**src/rtl/pipe4_pkg.sv**
```systemverilog
package pipe4_pkg;
   localparam int XLEN   = 32;
   localparam int REG_AW = 5;
   localparam int NREGS  = 1 << REG_AW;
   localparam int LANES  = XLEN / 8;

   typedef logic [XLEN-1:0]   word_t;
   typedef logic [REG_AW-1:0] reg_idx_t;

   localparam logic [5:0] OP_SPECIAL = 6'h00;
   localparam logic [5:0] OP_J       = 6'h02;
   localparam logic [5:0] OP_JAL     = 6'h03;
   localparam logic [5:0] OP_BEQ     = 6'h04;
   localparam logic [5:0] OP_BNE     = 6'h05;
   localparam logic [5:0] OP_ADDI    = 6'h08;
   localparam logic [5:0] OP_SUBI    = 6'h18;
   localparam logic [5:0] OP_LW      = 6'h23;
   localparam logic [5:0] OP_LBU     = 6'h24;
   localparam logic [5:0] OP_SB      = 6'h28;
   localparam logic [5:0] OP_SW      = 6'h2B;

   localparam logic [5:0] FN_JR  = 6'h08;
   localparam logic [5:0] FN_ADD = 6'h20;
   localparam logic [5:0] FN_SUB = 6'h22;
   localparam logic [5:0] FN_AND = 6'h24;
   localparam logic [5:0] FN_OR  = 6'h25;
   localparam logic [5:0] FN_SLT = 6'h2A;

   localparam reg_idx_t LINK_REG = reg_idx_t'(NREGS - 1);

   typedef enum logic [2:0] {
      ALU_ADD = 3'd0,
      ALU_SUB = 3'd1,
      ALU_AND = 3'd2,
      ALU_OR  = 3'd3,
      ALU_SLT = 3'd4
   } alu_op_e;

   // decode -> execute register
   typedef struct packed {
      alu_op_e  alu_op;
      logic     wb_en;
      reg_idx_t dest;
      logic     mem_rd;
      logic     mem_wr;
      logic     mem_byte;
      word_t    op_a;
      word_t    op_b;
      word_t    st_data;
   } dx_t;

   // execute -> write-back register
   typedef struct packed {
      logic     wb_en;
      reg_idx_t dest;
      logic     mem_rd;
      logic     mem_wr;
      logic     mem_byte;
      word_t    result;
      word_t    st_data;
   } xw_t;
endpackage

```
**src/rtl/pipe4_fetch.sv**
```systemverilog
module pipe4_fetch
   import pipe4_pkg::*;
#(
   parameter int ROM_WORDS = 64,
   parameter logic [ROM_WORDS*XLEN-1:0] ROM_IMAGE = '0
) (
   input  logic  clk,
   input  logic  rst,
   input  logic  hold,
   input  logic  redirect,
   input  word_t target,
   output word_t pc,
   output word_t fd_instr,
   output word_t fd_pc
);
   localparam int ROM_AW = $clog2(ROM_WORDS);

   if (ROM_WORDS < 2 || (ROM_WORDS & (ROM_WORDS - 1)) != 0) begin : g_bad_rom
      $error("ROM_WORDS must be a power of two of at least 2");
   end

   word_t rom [ROM_WORDS];
   for (genvar i = 0; i < ROM_WORDS; i++) begin : g_rom
      assign rom[i] = ROM_IMAGE[i*XLEN +: XLEN];
   end

   logic  in_range;
   word_t rom_word;

   assign in_range = (pc >> (ROM_AW + 2)) == '0;
   assign rom_word = in_range ? rom[pc[ROM_AW+1:2]] : '0;

   always_ff @(posedge clk) begin
      if (rst) begin
         pc       <= '0;
         fd_instr <= '0;
         fd_pc    <= '0;
      end else if (!hold) begin
         pc       <= redirect ? target : pc + word_t'(4);
         fd_instr <= rom_word;
         fd_pc    <= pc;
      end
   end

   p_hold_keeps_pc_r6: assert property (@(posedge clk) disable iff (rst)
      hold |=> pc == $past(pc));
endmodule

```
**src/rtl/pipe4_decode.sv**
```systemverilog
module pipe4_decode
   import pipe4_pkg::*;
(
   input  logic     clk,
   input  logic     rst,
   input  word_t    fd_instr,
   input  word_t    fd_pc,
   input  word_t    ex_result,
   input  logic     wb_we,
   input  reg_idx_t wb_addr,
   input  word_t    wb_data,
   output logic     hold,
   output logic     redirect,
   output word_t    target,
   output dx_t      dx
);
   word_t rf [NREGS];

   logic [5:0] opcode, funct;
   logic [4:0] shamt;
   reg_idx_t   rs, rt, rd;
   logic [15:0] imm;
   word_t      simm, bofs, pc4;

   assign opcode = fd_instr[31:26];
   assign rs     = fd_instr[25:21];
   assign rt     = fd_instr[20:16];
   assign rd     = fd_instr[15:11];
   assign shamt  = fd_instr[10:6];
   assign funct  = fd_instr[5:0];
   assign imm    = fd_instr[15:0];
   assign simm   = {{(XLEN-16){imm[15]}}, imm};
   assign bofs   = {simm[XLEN-3:0], 2'b00};
   assign pc4    = fd_pc + word_t'(4);

   // register file write port (register 0 never stored)
   always_ff @(posedge clk) begin
      if (rst) begin
         for (int i = 0; i < NREGS; i++) rf[i] <= '0;
      end else if (wb_we && wb_addr != '0) begin
         rf[wb_addr] <= wb_data;
      end
   end

   // operand selection: execute forward beats write-back pass-through
   word_t rs_val, rt_val;
   always_comb begin
      rs_val = rf[rs];
      if (wb_we && wb_addr == rs && rs != '0) rs_val = wb_data;
      if (dx.wb_en && !dx.mem_rd && dx.dest == rs && rs != '0) rs_val = ex_result;
   end
   always_comb begin
      rt_val = rf[rt];
      if (wb_we && wb_addr == rt && rt != '0) rt_val = wb_data;
      if (dx.wb_en && !dx.mem_rd && dx.dest == rt && rt != '0) rt_val = ex_result;
   end

   dx_t   nx;
   logic  uses_rs, uses_rt, take;
   word_t tgt;

   always_comb begin
      nx      = '0;
      uses_rs = 1'b0;
      uses_rt = 1'b0;
      take    = 1'b0;
      tgt     = pc4;
      case (opcode)
         OP_SPECIAL: begin
            if (funct == FN_JR) begin
               uses_rs = 1'b1;
               take    = 1'b1;
               tgt     = rs_val;
            end else if (shamt == '0 && (funct == FN_ADD || funct == FN_SUB ||
                         funct == FN_AND || funct == FN_OR || funct == FN_SLT)) begin
               uses_rs  = 1'b1;
               uses_rt  = 1'b1;
               nx.wb_en = 1'b1;
               nx.dest  = rd;
               nx.op_a  = rs_val;
               nx.op_b  = rt_val;
               case (funct)
                  FN_SUB:  nx.alu_op = ALU_SUB;
                  FN_AND:  nx.alu_op = ALU_AND;
                  FN_OR:   nx.alu_op = ALU_OR;
                  FN_SLT:  nx.alu_op = ALU_SLT;
                  default: nx.alu_op = ALU_ADD;
               endcase
            end
         end
         OP_ADDI, OP_SUBI: begin
            uses_rs   = 1'b1;
            nx.wb_en  = 1'b1;
            nx.dest   = rt;
            nx.op_a   = rs_val;
            nx.op_b   = simm;
            nx.alu_op = (opcode == OP_SUBI) ? ALU_SUB : ALU_ADD;
         end
         OP_LW, OP_LBU: begin
            uses_rs     = 1'b1;
            nx.wb_en    = 1'b1;
            nx.dest     = rt;
            nx.mem_rd   = 1'b1;
            nx.mem_byte = (opcode == OP_LBU);
            nx.op_a     = rs_val;
            nx.op_b     = simm;
         end
         OP_SW, OP_SB: begin
            uses_rs     = 1'b1;
            uses_rt     = 1'b1;
            nx.mem_wr   = 1'b1;
            nx.mem_byte = (opcode == OP_SB);
            nx.op_a     = rs_val;
            nx.op_b     = simm;
            nx.st_data  = rt_val;
         end
         OP_BEQ, OP_BNE: begin
            uses_rs = 1'b1;
            uses_rt = 1'b1;
            take    = (rs_val == rt_val) ^ (opcode == OP_BNE);
            tgt     = pc4 + bofs;
         end
         OP_J, OP_JAL: begin
            take = 1'b1;
            tgt  = {pc4[XLEN-1:28], fd_instr[25:0], 2'b00};
            if (opcode == OP_JAL) begin
               nx.wb_en = 1'b1;
               nx.dest  = LINK_REG;
               nx.op_a  = fd_pc + word_t'(8);
               nx.op_b  = '0;
            end
         end
         default: ;
      endcase
   end

   // a load still in execute cannot be forwarded: hold one cycle
   logic load_hazard;
   assign load_hazard = dx.mem_rd && dx.dest != '0 &&
                        ((uses_rs && rs == dx.dest) || (uses_rt && rt == dx.dest));

   assign hold     = load_hazard;
   assign redirect = take && !load_hazard;
   assign target   = tgt;

   always_ff @(posedge clk) begin
      if (rst || load_hazard) dx <= '0;
      else                    dx <= nx;
   end

   p_zero_reg_r4: assert property (@(posedge clk) disable iff (rst)
      rf[0] == '0);

   p_stall_bubble_r6: assert property (@(posedge clk) disable iff (rst)
      hold |=> (!dx.wb_en && !dx.mem_wr && !dx.mem_rd));
endmodule

```
**src/rtl/pipe4_execute.sv**
```systemverilog
module pipe4_execute
   import pipe4_pkg::*;
(
   input  logic  clk,
   input  logic  rst,
   input  dx_t   dx,
   output word_t ex_result,
   output xw_t   xw
);
   always_comb begin
      case (dx.alu_op)
         ALU_SUB: ex_result = dx.op_a - dx.op_b;
         ALU_AND: ex_result = dx.op_a & dx.op_b;
         ALU_OR:  ex_result = dx.op_a | dx.op_b;
         ALU_SLT: ex_result = {{(XLEN-1){1'b0}}, ($signed(dx.op_a) < $signed(dx.op_b))};
         default: ex_result = dx.op_a + dx.op_b;
      endcase
   end

   always_ff @(posedge clk) begin
      if (rst) begin
         xw <= '0;
      end else begin
         xw.wb_en    <= dx.wb_en;
         xw.dest     <= dx.dest;
         xw.mem_rd   <= dx.mem_rd;
         xw.mem_wr   <= dx.mem_wr;
         xw.mem_byte <= dx.mem_byte;
         xw.result   <= ex_result;
         xw.st_data  <= dx.st_data;
      end
   end

   p_no_write_and_store_r8: assert property (@(posedge clk) disable iff (rst)
      !(xw.mem_wr && xw.wb_en));
endmodule

```
**src/rtl/pipe4_writeback.sv**
```systemverilog
module pipe4_writeback
   import pipe4_pkg::*;
#(
   parameter int RAM_WORDS = 64
) (
   input  logic       clk,
   input  logic       rst,
   input  xw_t        xw,
   output logic       wb_we,
   output reg_idx_t   wb_addr,
   output word_t      wb_data,
   output logic       st_we,
   output logic [LANES-1:0] st_be,
   output word_t      st_addr,
   output word_t      st_wdata
);
   localparam int RAM_AW = $clog2(RAM_WORDS);

   if (RAM_WORDS < 2 || (RAM_WORDS & (RAM_WORDS - 1)) != 0) begin : g_bad_ram
      $error("RAM_WORDS must be a power of two of at least 2");
   end

   logic              in_range;
   logic [RAM_AW-1:0] widx;
   logic [1:0]        offs;
   logic [LANES-1:0]  be;
   word_t             lane_data;
   logic [LANES-1:0][7:0] rd_bytes;

   assign in_range  = (xw.result >> (RAM_AW + 2)) == '0;
   assign widx      = xw.result[RAM_AW+1:2];
   assign offs      = xw.result[1:0];
   // big-endian: offset 0 lives in the top lane
   assign be        = xw.mem_byte ? (LANES'(1) << (LANES - 1 - int'(offs))) : '1;
   assign lane_data = xw.mem_byte ? {LANES{xw.st_data[7:0]}} : xw.st_data;

   for (genvar l = 0; l < LANES; l++) begin : g_lane
      logic [7:0] lane_mem [RAM_WORDS];
      always_ff @(posedge clk) begin
         if (rst) begin
            for (int w = 0; w < RAM_WORDS; w++) lane_mem[w] <= '0;
         end else if (xw.mem_wr && in_range && be[l]) begin
            lane_mem[widx] <= lane_data[8*l +: 8];
         end
      end
      assign rd_bytes[l] = in_range ? lane_mem[widx] : 8'h00;
   end

   word_t ld_word;
   logic [7:0] ld_byte;
   assign ld_word = rd_bytes;
   assign ld_byte = rd_bytes[~offs];

   assign wb_we   = xw.wb_en && xw.dest != '0;
   assign wb_addr = xw.dest;
   assign wb_data = !xw.mem_rd  ? xw.result :
                    xw.mem_byte ? {{(XLEN-8){1'b0}}, ld_byte} : ld_word;

   assign st_we    = xw.mem_wr;
   assign st_be    = xw.mem_wr ? be : '0;
   assign st_addr  = xw.result;
   assign st_wdata = lane_data;

   p_lane_shape_r8: assert property (@(posedge clk) disable iff (rst)
      st_we |-> (st_be == '1 || $countones(st_be) == 1));

   p_no_zero_write_r4: assert property (@(posedge clk) disable iff (rst)
      wb_we |-> wb_addr != '0);

   p_byte_load_zext_r7: assert property (@(posedge clk) disable iff (rst)
      (wb_we && xw.mem_rd && xw.mem_byte) |-> wb_data[XLEN-1:8] == '0);
endmodule

```
**src/rtl/pipe4_core.sv**
```systemverilog
module pipe4_core
   import pipe4_pkg::*;
#(
   parameter int IMEM_WORDS = 64,
   parameter int DMEM_WORDS = 64,
   parameter logic [IMEM_WORDS*32-1:0] PROG_IMAGE = '0
) (
   input  logic        clk,
   input  logic        rst,
   output logic [31:0] dbg_pc,
   output logic        dbg_rf_we,
   output logic [4:0]  dbg_rf_waddr,
   output logic [31:0] dbg_rf_wdata,
   output logic        dbg_mem_we,
   output logic [3:0]  dbg_mem_be,
   output logic [31:0] dbg_mem_addr,
   output logic [31:0] dbg_mem_wdata
);
   if (XLEN != 32) begin : g_bad_width
      $error("core is built for a 32-bit word");
   end

   logic     hold, redirect;
   word_t    target, pc, fd_instr, fd_pc, ex_result;
   dx_t      dx;
   xw_t      xw;
   logic     wb_we;
   reg_idx_t wb_addr;
   word_t    wb_data;

   pipe4_fetch #(
      .ROM_WORDS (IMEM_WORDS),
      .ROM_IMAGE (PROG_IMAGE)
   ) u_fetch (
      .clk      (clk),
      .rst      (rst),
      .hold     (hold),
      .redirect (redirect),
      .target   (target),
      .pc       (pc),
      .fd_instr (fd_instr),
      .fd_pc    (fd_pc)
   );

   pipe4_decode u_decode (
      .clk       (clk),
      .rst       (rst),
      .fd_instr  (fd_instr),
      .fd_pc     (fd_pc),
      .ex_result (ex_result),
      .wb_we     (wb_we),
      .wb_addr   (wb_addr),
      .wb_data   (wb_data),
      .hold      (hold),
      .redirect  (redirect),
      .target    (target),
      .dx        (dx)
   );

   pipe4_execute u_execute (
      .clk       (clk),
      .rst       (rst),
      .dx        (dx),
      .ex_result (ex_result),
      .xw        (xw)
   );

   pipe4_writeback #(
      .RAM_WORDS (DMEM_WORDS)
   ) u_writeback (
      .clk      (clk),
      .rst      (rst),
      .xw       (xw),
      .wb_we    (wb_we),
      .wb_addr  (wb_addr),
      .wb_data  (wb_data),
      .st_we    (dbg_mem_we),
      .st_be    (dbg_mem_be),
      .st_addr  (dbg_mem_addr),
      .st_wdata (dbg_mem_wdata)
   );

   assign dbg_pc       = pc;
   assign dbg_rf_we    = wb_we;
   assign dbg_rf_waddr = wb_addr;
   assign dbg_rf_wdata = wb_data;

   p_reset_quiet_r1: assert property (@(posedge clk)
      rst |=> (dbg_pc == '0 && !dbg_rf_we && !dbg_mem_we));
endmodule

```
**config.mk**
```make
export PLATFORM = sky130hd
export DESIGN_NAME = pipe4_core
export DESIGN_NICKNAME = d
export VERILOG_FILES = /design/src/rtl/pipe4_pkg.sv /design/src/rtl/pipe4_fetch.sv /design/src/rtl/pipe4_decode.sv /design/src/rtl/pipe4_execute.sv /design/src/rtl/pipe4_writeback.sv /design/src/rtl/pipe4_core.sv
export SDC_FILE = /design/constraint.sdc
export NUM_CORES = 1
export LEC_CHECK = 0
export ABC_CLOCK_PERIOD_IN_PS = 2650
export BUFFER_PORTS_ARGS = -buffer_cell sky130_fd_sc_hd__buf_2
export CAP_MARGIN = 5
export CORE_ASPECT_RATIO = 1.75
export CORE_UTILIZATION = 30
export DETAILED_ROUTE_END_ITERATION = 7
export PLACE_DENSITY_LB_ADDON = 0.08
export RECOVER_POWER = 25
export SYNTH_ARGS = -nofsm -noshare
export SYNTH_HDL_FRONTEND = slang
export SYNTH_SLANG_ARGS = --single-unit
```
**constraint.sdc**
```tcl
create_clock -name clk -period 2.65 [get_ports clk]
set_input_delay 0.1325 -clock clk [delete_from_list [all_inputs] [get_ports clk]]
set_output_delay 0.1325 -clock clk [all_outputs]
set_load 0.01 [all_outputs]
```
Word level (Yosys, flattened, before mapping). Memories as Yosys holds them, arrays and structs flattened. A register that Yosys moved wholly into a read port is not among the register bits. Cells that the tools add are included.

Bits of input ports: 2. Memories: 6. ROM bits: 2048. Word-level logic and storage cells: 205. Bits in registers: 277. Output and inout port bits: 139. Memory bits (writable): 3072.

Bitwise gates (word level): 6. Muxes and demuxes: 83. Equal/unequal tests: 27. $add $sub $neg: 7. Reductions and logical operators: 53. $lt $le $gt $ge: 3. Shift-type cells: 1.

Memory list: (name not given) (words 64, bits a word 32, rd ports 1, clocked after Yosys merged registers in 0, write ports 0, line pipe4_fetch.sv:31) `assign rom_word = in_range ? rom[pc[ROM_AW+1:2]] : '0;`; u_decode.rf (words 32, bits a word 32, rd ports 2, clocked after Yosys merged registers in 2, write ports 32, line pipe4_decode.sv:17) `word_t rf [NREGS];`; u_writeback.g_lane[0].lane_mem (words 64, bits a word 8, rd ports 1, clocked after Yosys merged registers in 1, write ports 64, line pipe4_writeback.sv:38) `logic [7:0] lane_mem [RAM_WORDS];`; u_writeback.g_lane[1].lane_mem (words 64, bits a word 8, rd ports 1, clocked after Yosys merged registers in 1, write ports 64, line pipe4_writeback.sv:38); u_writeback.g_lane[2].lane_mem (words 64, bits a word 8, rd ports 1, clocked after Yosys merged registers in 1, write ports 64, line pipe4_writeback.sv:38); u_writeback.g_lane[3].lane_mem (words 64, bits a word 8, rd ports 1, clocked after Yosys merged registers in 1, write ports 64, line pipe4_writeback.sv:38).

Operators by type and width (count): $mux W32 (13); $mux W64 (3); $pmux W64 S3 (1); $pmux W32 S4 (1); $pmux W32 S3 (1); $mux W8 (9); $add A32 B3 Y32 const B (2); $add A32 B32 Y32 (2); $logic_not A32 Y1 (2); $eq A6 B6 Y1 const B (9); $mux W6 (9); $reduce_or A8 Y1 (5); $add A32 B4 Y32 const B (1); $and A32 B32 Y32 (1); $eq A32 B32 Y1 (1); $lt A32 B32 Y1 (1); $or A32 B32 Y32 (1); $reduce_or A32 Y1 (1); $shl A1 B32 Y4 const A (1); $sub A32 B32 Y32 (1); $eq A5 B5 Y1 (6); $mux W1 (29); $mux W5 (5); $logic_and A1 B1 Y1 (22); 30 further kinds (53).

Longest topological paths before layout. Gate-level depths: netlist (run 1).

Depth after elaboration: 15. Depth in mapped cells: 7. Gate-level depth less buffers: 5.

Modules after synthesis. A second synthesis (run 1) with hierarchy kept.

Cells, all modules: 13361. Area, all modules: 166593.5 sq um.

Modules (own cells, without submodules): pipe4_writeback (area an instance 92149.6 sq um, sequential area each 61499.0 sq um, cells an instance 7173, times used 1); pipe4_decode (area an instance 64076.5 sq um, sequential area each 32911.6 sq um, cells an instance 4865, times used 1); pipe4_execute (area an instance 7060.5 sq um, sequential area each 1461.4 sq um, cells an instance 921, times used 1); pipe4_fetch (area an instance 3306.9 sq um, sequential area each 1281.2 sq um, cells an instance 402, times used 1).

Worst setup path before layout (run 1). No wires, ideal clock.

Path kind: register -> register. From: register u_fetch.pc[2]. To: register u_fetch.pc[26]. Library setup time: 132 ps. Data arrival time: 1933 ps. Data required time: 2518 ps. Buffers on the path: 2. Period minus slack after synthesis: 2066 ps. Path slack: 584 ps. Cell stages (with the launch flop): 8. Path through: dfxtp_1 > ha_1 > and2_1 > or4b_1 > clkbuf_1 > buf_2 > o41ai_1 > a21oi_1.

Word-level cells in the longest chain between the ends: 2.

Ends and longest elaborated chain: start, declared (line pipe4_fetch.sv:12) `output word_t pc,`; start signal, assigned (line pipe4_fetch.sv:39) `pc <= redirect ? target : pc + word_t'(4);`; $add A32 B3 Y32 (line pipe4_fetch.sv:39); $mux W32 (line pipe4_fetch.sv:39).

Every way passes these cells. A chain may end at the register's enable or synchronous reset.

Worst setup path in the final report (run 1).
From: register u_fetch.pc[2]. To: register u_fetch.pc[24].

The elaborated chain is that of the path after synthesis.

==> results of run 1 <==
## worst max-delay path by stage
stage | startpoint | end | slack, ps | cells after the start
final | u_fetch.pc[2] | u_fetch.pc[24] | 320 | 5
after global routing | u_fetch.pc[2] | u_fetch.pc[30] | 130 | 5
after CTS | u_fetch.pc[2] | u_fetch.pc[24] | 290 | 5
after detailed placement | u_fetch.pc[2] | u_fetch.pc[24] | 310 | 5
after global placement | u_fetch.pc[2] | u_fetch.pc[30] | 400 | 5
after floorplan | u_fetch.pc[2] | u_fetch.pc[26] | 580 | 7
## placed cells by master (no fill, tap or decap), types with 4 or more instances in the layout
| master | count |
|---|---|
| xor2_1 | 8 |
| buf_2 | 19 |
| and2_1 | 4 |
| clkbuf_16 | 5 |
| nand3_1 | 10 |
| a21oi_1 | 16 |
| clkbuf_1 | 13 |
| or4_1 | 12 |
| nand2_1 | 9 |
| conb_1 | 109 |
| nor2_1 | 14 |
| dfxtp_1 | 30 |
| o31ai_1 | 12 |
| xnor2_1 | 4 |
| nand4_1 | 8 |
## where the power goes
group | internal (mW) | total, mW | leakage, nW | switching (mW)
sequential | 0.456 | 0.461 | 0.242 | 0.00544
clock | 0.372 | 0.562 | 0.0739 | 0.190
combinational | 0.00643 | 0.0891 | 0.640 | 0.0827
total | 0.834 | 1.11 | 0.956 | 0.278
## layer usage
layer  share of wire  up-vias  routed length [microns]
met5               0        -                        0
met4           0.013        0                       55
met3           0.069        5                      285
met2            0.55       81                     2250
met1            0.37      721                     1513
li1                -      771                        -
## worst max-delay path, stage by stage (launching register included)
cell     delay [ps]
dfxtp_1         410
ha_1            250
and2_1          200
or4b_1          700
or4_1           560
a21oi_1         140
## per-stage QoR
stage / util / total power [mW] / hold slack, ps
floorplan: - / 0.6688 / 429.6
global placement: 0.2845 / 0.5586 / 464.1
detailed placement: 0.2845 / 0.5582 / 478.7
CTS: 0.3051 / 1.132 / 358.3
global route: 0.3030 / 1.170 / 377.4
finish: 0.3030 / 1.112 / 339.9
## cell type report
| type | count | area, sq um |
|---|---|---|
| inverters | 2 | 7.507 |
| clock buffers | 7 | 142.6 |
| multi-input cells | 228 | 1157 |
| well taps | 86 | 107.6 |
| fillers | 818 | 5006 |
| repair buffers | 33 | 155.1 |
| clock inverters | 1 | 5.005 |
| flip-flops and latches | 30 | 600.6 |
## synth_stat cells (all sizes together), types with 5 or more instances
cell,count
a21oi,16
buf,111
clkbuf,5
dfxtp,30
nand2,9
nand3,10
nand4,9
nor2,14
o31ai,12
or4,13
xor2,8
## logic make-up (layout without fill, tap and decap cells)
kind of cell	count (synthesis)	count (layout)	synth area share
xor gates and xnor gates	12	12	0.04748
buffers and inverters	118	43	0.3889
AOI/OAI and AO/OA	32	32	0.08762
and+or+nand+nor	74	74	0.1973
DFF	30	30	0.2713
other	1	109	0.001694
adders and majority gates	1	1	0.005652
==> flow_summary.json, run 1 <==
{
  "die-area_sq_um": 7739,
  "globalplace.congestion": 0.7064,
  "wl_per_cell_microns": 10.60,
  "firstDrtPassIters": 6,
  "grt_pass1_vias": 1290,
  "busiest_layer": "met2",
  "synthCells": 268,
  "vdd_drop_max_mv": 0.2828,
  "cts_root_buffer": "clkbuf_16",
  "grt_pass1_wl_microns": 6230,
  "cts_buffer_depth": 2,
  "holdPathStages": 2,
  "postCtsSetupRepairBufs": 0,
  "dp_hpwl_microns": 3102,
  "final_design_area_no_fill_sq_um": 2176,
  "setup_tns_ps": 0,
  "rr_endpoint": "u_fetch.pc[24]",
  "grt_use_met1": 0.1153,
  "grt_start_max_net_pins": 31,
  "r2r_cells": 5,
  "ys_warn_count": 0,
  "route.detailed.drc": 0,
  "netlist_area_sq_um": 2213,
  "crit_path_start_kind": "register",
  "finalWirelength_microns": 4104,
  "slew_headroom": 0.6014,
  "ys.flop_type": "dfxtp_1",
  "fmax_mhz": 429.9,
  "synthArstFlopShare": 0,
  "via_count": 1578,
  "antenna_found_initial": 0,
  "worst-path-max-fanout": 16,
  "r2r_setup_slack_ps": 320,
  "worstSkewPairLatency_ps": 270,
  "synthTopCellsByArea": "buf_4, dfxtp_1, o31ai_1, or4_1, a21oi_1",
  "die_h_microns": 115.6,
  "grt_util_met3": 0.02756,
  "gr-total-overflow": 0,
  "hold_start": "rst",
  "slew_violations": 0,
  "fin_ws_ps": 323.7,
  "grtUsageMet2": 0.1973,
  "largest_reg_flops": 30,
  "path_clk_slew_ps": 50,
  "synth_edf_count": 0,
  "finClkSkew_ps": 2.219,
  "seq_area_frac_synth": 0.2713,
  "fin_cells": 387,
  "placed_area_sq_um": 2043,
  "nets": 303,
  "place_ws_ps": 309.6,
  "avgSynthCellArea_sq_um": 8.259,
  "viasPerCell": 4.078,
  "syn2layout_area_growth_pct": -1.696,
  "critical_path_arrival_ps": 2530,
  "power_density_nw_per_um2": 511.0,
  "layout-drive-gt1-share": 0.1096,
  "numCtsBuffers": 5,
  "tightest_slew_ps": 597.9,
  "core_area_sq_um": 7182,
  "timing.final.crit_share": 0.8778,
  "rsz0062_at_grt": "no",
  "critPathKind": "reg -> reg",
  "drt_iter0_drc": 60,
  "initial_utilization": 0.3082,
  "cts-resized-gates": 0,
  "numPortBuffers": 31,
  "outcome": "finished clean",
  "ys_ff_latch": 30,
  "top_regs": "u_fetch.pc (30)",
  "rows": 41,
  "crit_required_ps": 2850,
  "cts_sinks": 30,
  "worstHoldEndpoint": "u_fetch.pc[2]",
  "hold_viol": 0,
  "max_cap_violations": 0,
  "finalSetupViolCount": 0,
  "drtAntennaViolNets": 0,
  "crit_path_end_kind": "register",
  "hold_path.class": "in -> reg",
  "r2r-start": "u_fetch.pc[2]",
  "die_w_microns": 66.93,
  "cts_max_level": 2,
  "synth_top_cell_by_area": "buf_4",
  "synth.top_cell.area_share": 0.3697,
  "largest_register": "u_fetch.pc",
  "diodes": 0,
  "power_leakage_nw": 0.9563,
  "place_inst": 379,
  "grt_util_all_layers": 0.1083,
  "timing.final.crit_period_ps": 2326,
  "cts_tree": "done",
  "pin_count": 141,
  "synth.distinct_cells": 31,
  "hold_buffers": 0
}
Note: power is estimated with default switching activity, not from simulation.
==> run 2: changes to the inputs <==
- ABC_AREA: unset -> 1
- REMOVE_ABC_BUFFERS: unset -> 1
==> flow_summary.json, run 2 <==
{
  "synthTopCellsByArea": "buf_4, dfxtp_1, nand2_1, nor2_1, nor2_4",
  "worstHoldEndpoint": "u_fetch.pc[2]",
  "synth-compound-area-share": 0.04545,
  "ys_warn_count": 0,
  "fmax_mhz": 669.0,
  "die_w_microns": 69.93,
  "largest_reg_flops": 30,
  "tightest_slew_ps": 688.2,
  "synth_top_family_by_area": "buffers and inverters",
  "synth_xor_area_frac": 0.01446,
  "grt_util_all_layers": 0.1244,
  "firstDrtPassIters": 4,
  "wl_per_cell_microns": 10.69,
  "rr_endpoint": "u_fetch.pc[22]",
  "cts_sinks": 30,
  "drtAntennaViolNets": 0,
  "cts_max_level": 2,
  "synth_top_cell_by_area": "buf_4",
  "r2r-start": "u_fetch.pc[2]",
  "yosys.area_share.adder": 0.005165,
  "ys.flop_type": "dfxtp_1",
  "final_common_cell": "conb_1",
  "r2r_setup_slack_ps": 1160,
  "place_inst": 467,
  "synth_edf_count": 0,
  "crit_family": "simple AND/OR/NAND/NOR gates",
  "die-area_sq_um": 8452,
  "top_regs": "u_fetch.pc (30)",
  "die_h_microns": 120.9,
  "via_count": 1872,
  "path_common_cell": "nand2_1",
  "muxShareOfSynthArea": 0,
  "critPathKind": "reg -> reg",
  "ys_ff_latch": 30,
  "grt_pass1_wl_microns": 7866,
  "globalplace.congestion": 0.8280,
  "slew_violations": 0,
  "synthArstFlopShare": 0,
  "fin_ws_ps": 1155,
  "hold_start": "rst",
  "core_area_sq_um": 7855,
  "drt_iter0_drc": 50,
  "cts_tree": "done",
  "synthSimpleGateAreaFrac": 0.3151,
  "finalWirelength_microns": 5079,
  "slowest_stage": "dfxtp_1",
  "grt_start_max_net_pins": 21,
  "cts-resized-gates": 0,
  "place_ws_ps": 1197,
  "worstSkewPairLatency_ps": 280,
  "layout-drive-gt1-share": 0.1221,
  "power_leakage_nw": 1.149,
  "synth.top_cell.area_share": 0.3378,
  "power_density_nw_per_um2": 477.0,
  "synthTopCellsByCount": "buf_4, nand2_1, nor2_1",
  "crit_required_ps": 2830,
  "pin_count": 141,
  "largest_register": "u_fetch.pc",
  "dp_hpwl_microns": 4143,
  "vdd_drop_max_mv": 0.2698,
  "max_stage_delay_ps": 380,
  "crit_path_start_kind": "register",
  "avgSynthCellArea_sq_um": 6.921,
  "numCtsBuffers": 5,
  "synth_most_common_cell": "buf_4",
  "critical_path_arrival_ps": 1670,
  "setup_tns_ps": 0,
  "rsz0062_at_grt": "no",
  "nets": 387,
  "placed_area_sq_um": 2266,
  "gr-total-overflow": 0,
  "seq_area_frac_synth": 0.2479,
  "postCtsSetupRepairBufs": 0,
  "rows": 43,
  "syn2layout_area_growth_pct": -0.9298,
  "numPortBuffers": 31,
  "r2r_cells": 8,
  "finalSetupViolCount": 0,
  "hold_path.class": "in -> reg",
  "fillerInstances": 879,
  "antenna_found_initial": 0,
  "cts_buffer_depth": 2,
  "final_design_area_no_fill_sq_um": 2400,
  "synth.distinct_cells": 25,
  "initial_utilization": 0.3084,
  "crit_path_end_kind": "register",
  "netlist_area_sq_um": 2422,
  "slew_headroom": 0.5407,
  "timing.critical_path.buf_inv": 0,
  "cts_root_buffer": "clkbuf_16",
  "final_cell_mix": "conb_1, nand2_1, nor2_1",
  "finClkSkew_ps": 5.999,
  "holdPathStages": 2,
  "fin_util": 0.3055,
  "outcome": "finished clean",
  "max_cap_violations": 0,
  "diodes": 0,
  "hold_viol": 0,
  "path_cells": "ha_1 -> nand2_1 -> nor2_8 -> nand2_4 -> nor2_4 -> nand3_1 -> nand2_1 -> nor2_1",
  "timing.final.crit_share": 0.5641,
  "viasPerCell": 3.941,
  "grt_pass1_vias": 1557,
  "timing.final.crit_period_ps": 1495,
  "worst-path-max-fanout": 6,
  "fin_cells": 475,
  "route.detailed.drc": 0,
  "synthCells": 350,
  "path_clk_slew_ps": 60,
  "hold_buffers": 0
}
[run 2: cell count changes after synthesis, moves of 8 or more]
cell	before	now
nand2_1	9	66
nor2_1	14	59
inv_1	2	17
o31ai_1	12	0
or4_1	12	0
nand4_1	8	0
nor2_4	0	8
[run 2: stage by stage]
step	hold WS (ps)	power, mW
CTS	169.6	1.160
global route	197.4	1.186
finish	172.7	1.145
global placement	461.7	0.5650
detailed placement	463.4	0.5653
floorplan	199.2	0.5532
[run 2: per-layer routing]
metal,vias to the layer above,global-route usage,routed length [microns]
met3,14,0.02243,316
li1,924,-,-
met5,-,0,0
met1,811,0.1154,1810
met4,0,0.08375,206
met2,123,0.2398,2746
[run 2: area by class of cell]
class | instances | area [sq um] | share of cell area
multi-input combinational | 298 | 1328 | 0.5532
tap | 90 | 112.6 | 0.04692
sequential | 30 | 600.6 | 0.2503
timing repair buffer | 31 | 140.1 | 0.05839
clock buffer | 6 | 138.9 | 0.05787
inverter | 18 | 67.56 | 0.02815
clock inverter | 2 | 12.51 | 0.005214
[run 2: report_power, final]
| part | leakage, nW | internal [mW] | switching [mW] | total (mW) |
|---|---|---|---|---|
| registers | 0.242 | 0.455 | 0.00346 | 0.459 |
| logic | 0.834 | 0.00896 | 0.0885 | 0.0974 |
| clock network | 0.0729 | 0.372 | 0.217 | 0.589 |
[run 2: cell families after synthesis]
family	count (synthesis)
AO/OA/AOI/OAI	21
XOR/XNOR	4
adder cells (fa/ha/maj)	1
buffers and inverters	130
flip-flops	30
other	1
AND/OR/NAND/NOR	163
[run 2: how the worst max path moves through the flow]
stage,startpoint,to,slack [ps],depth (start not counted)
after global placement,u_fetch.pc[2],u_fetch.pc[22],1200,8
after CTS,u_fetch.pc[2],u_fetch.pc[26],1180,8
after global routing,u_fetch.pc[2],u_fetch.pc[26],1010,8
final,u_fetch.pc[2],u_fetch.pc[22],1160,8
after floorplan,u_fetch.pc[2],u_fetch.pc[14],1270,7
after detailed placement,u_fetch.pc[2],u_fetch.pc[26],1200,8
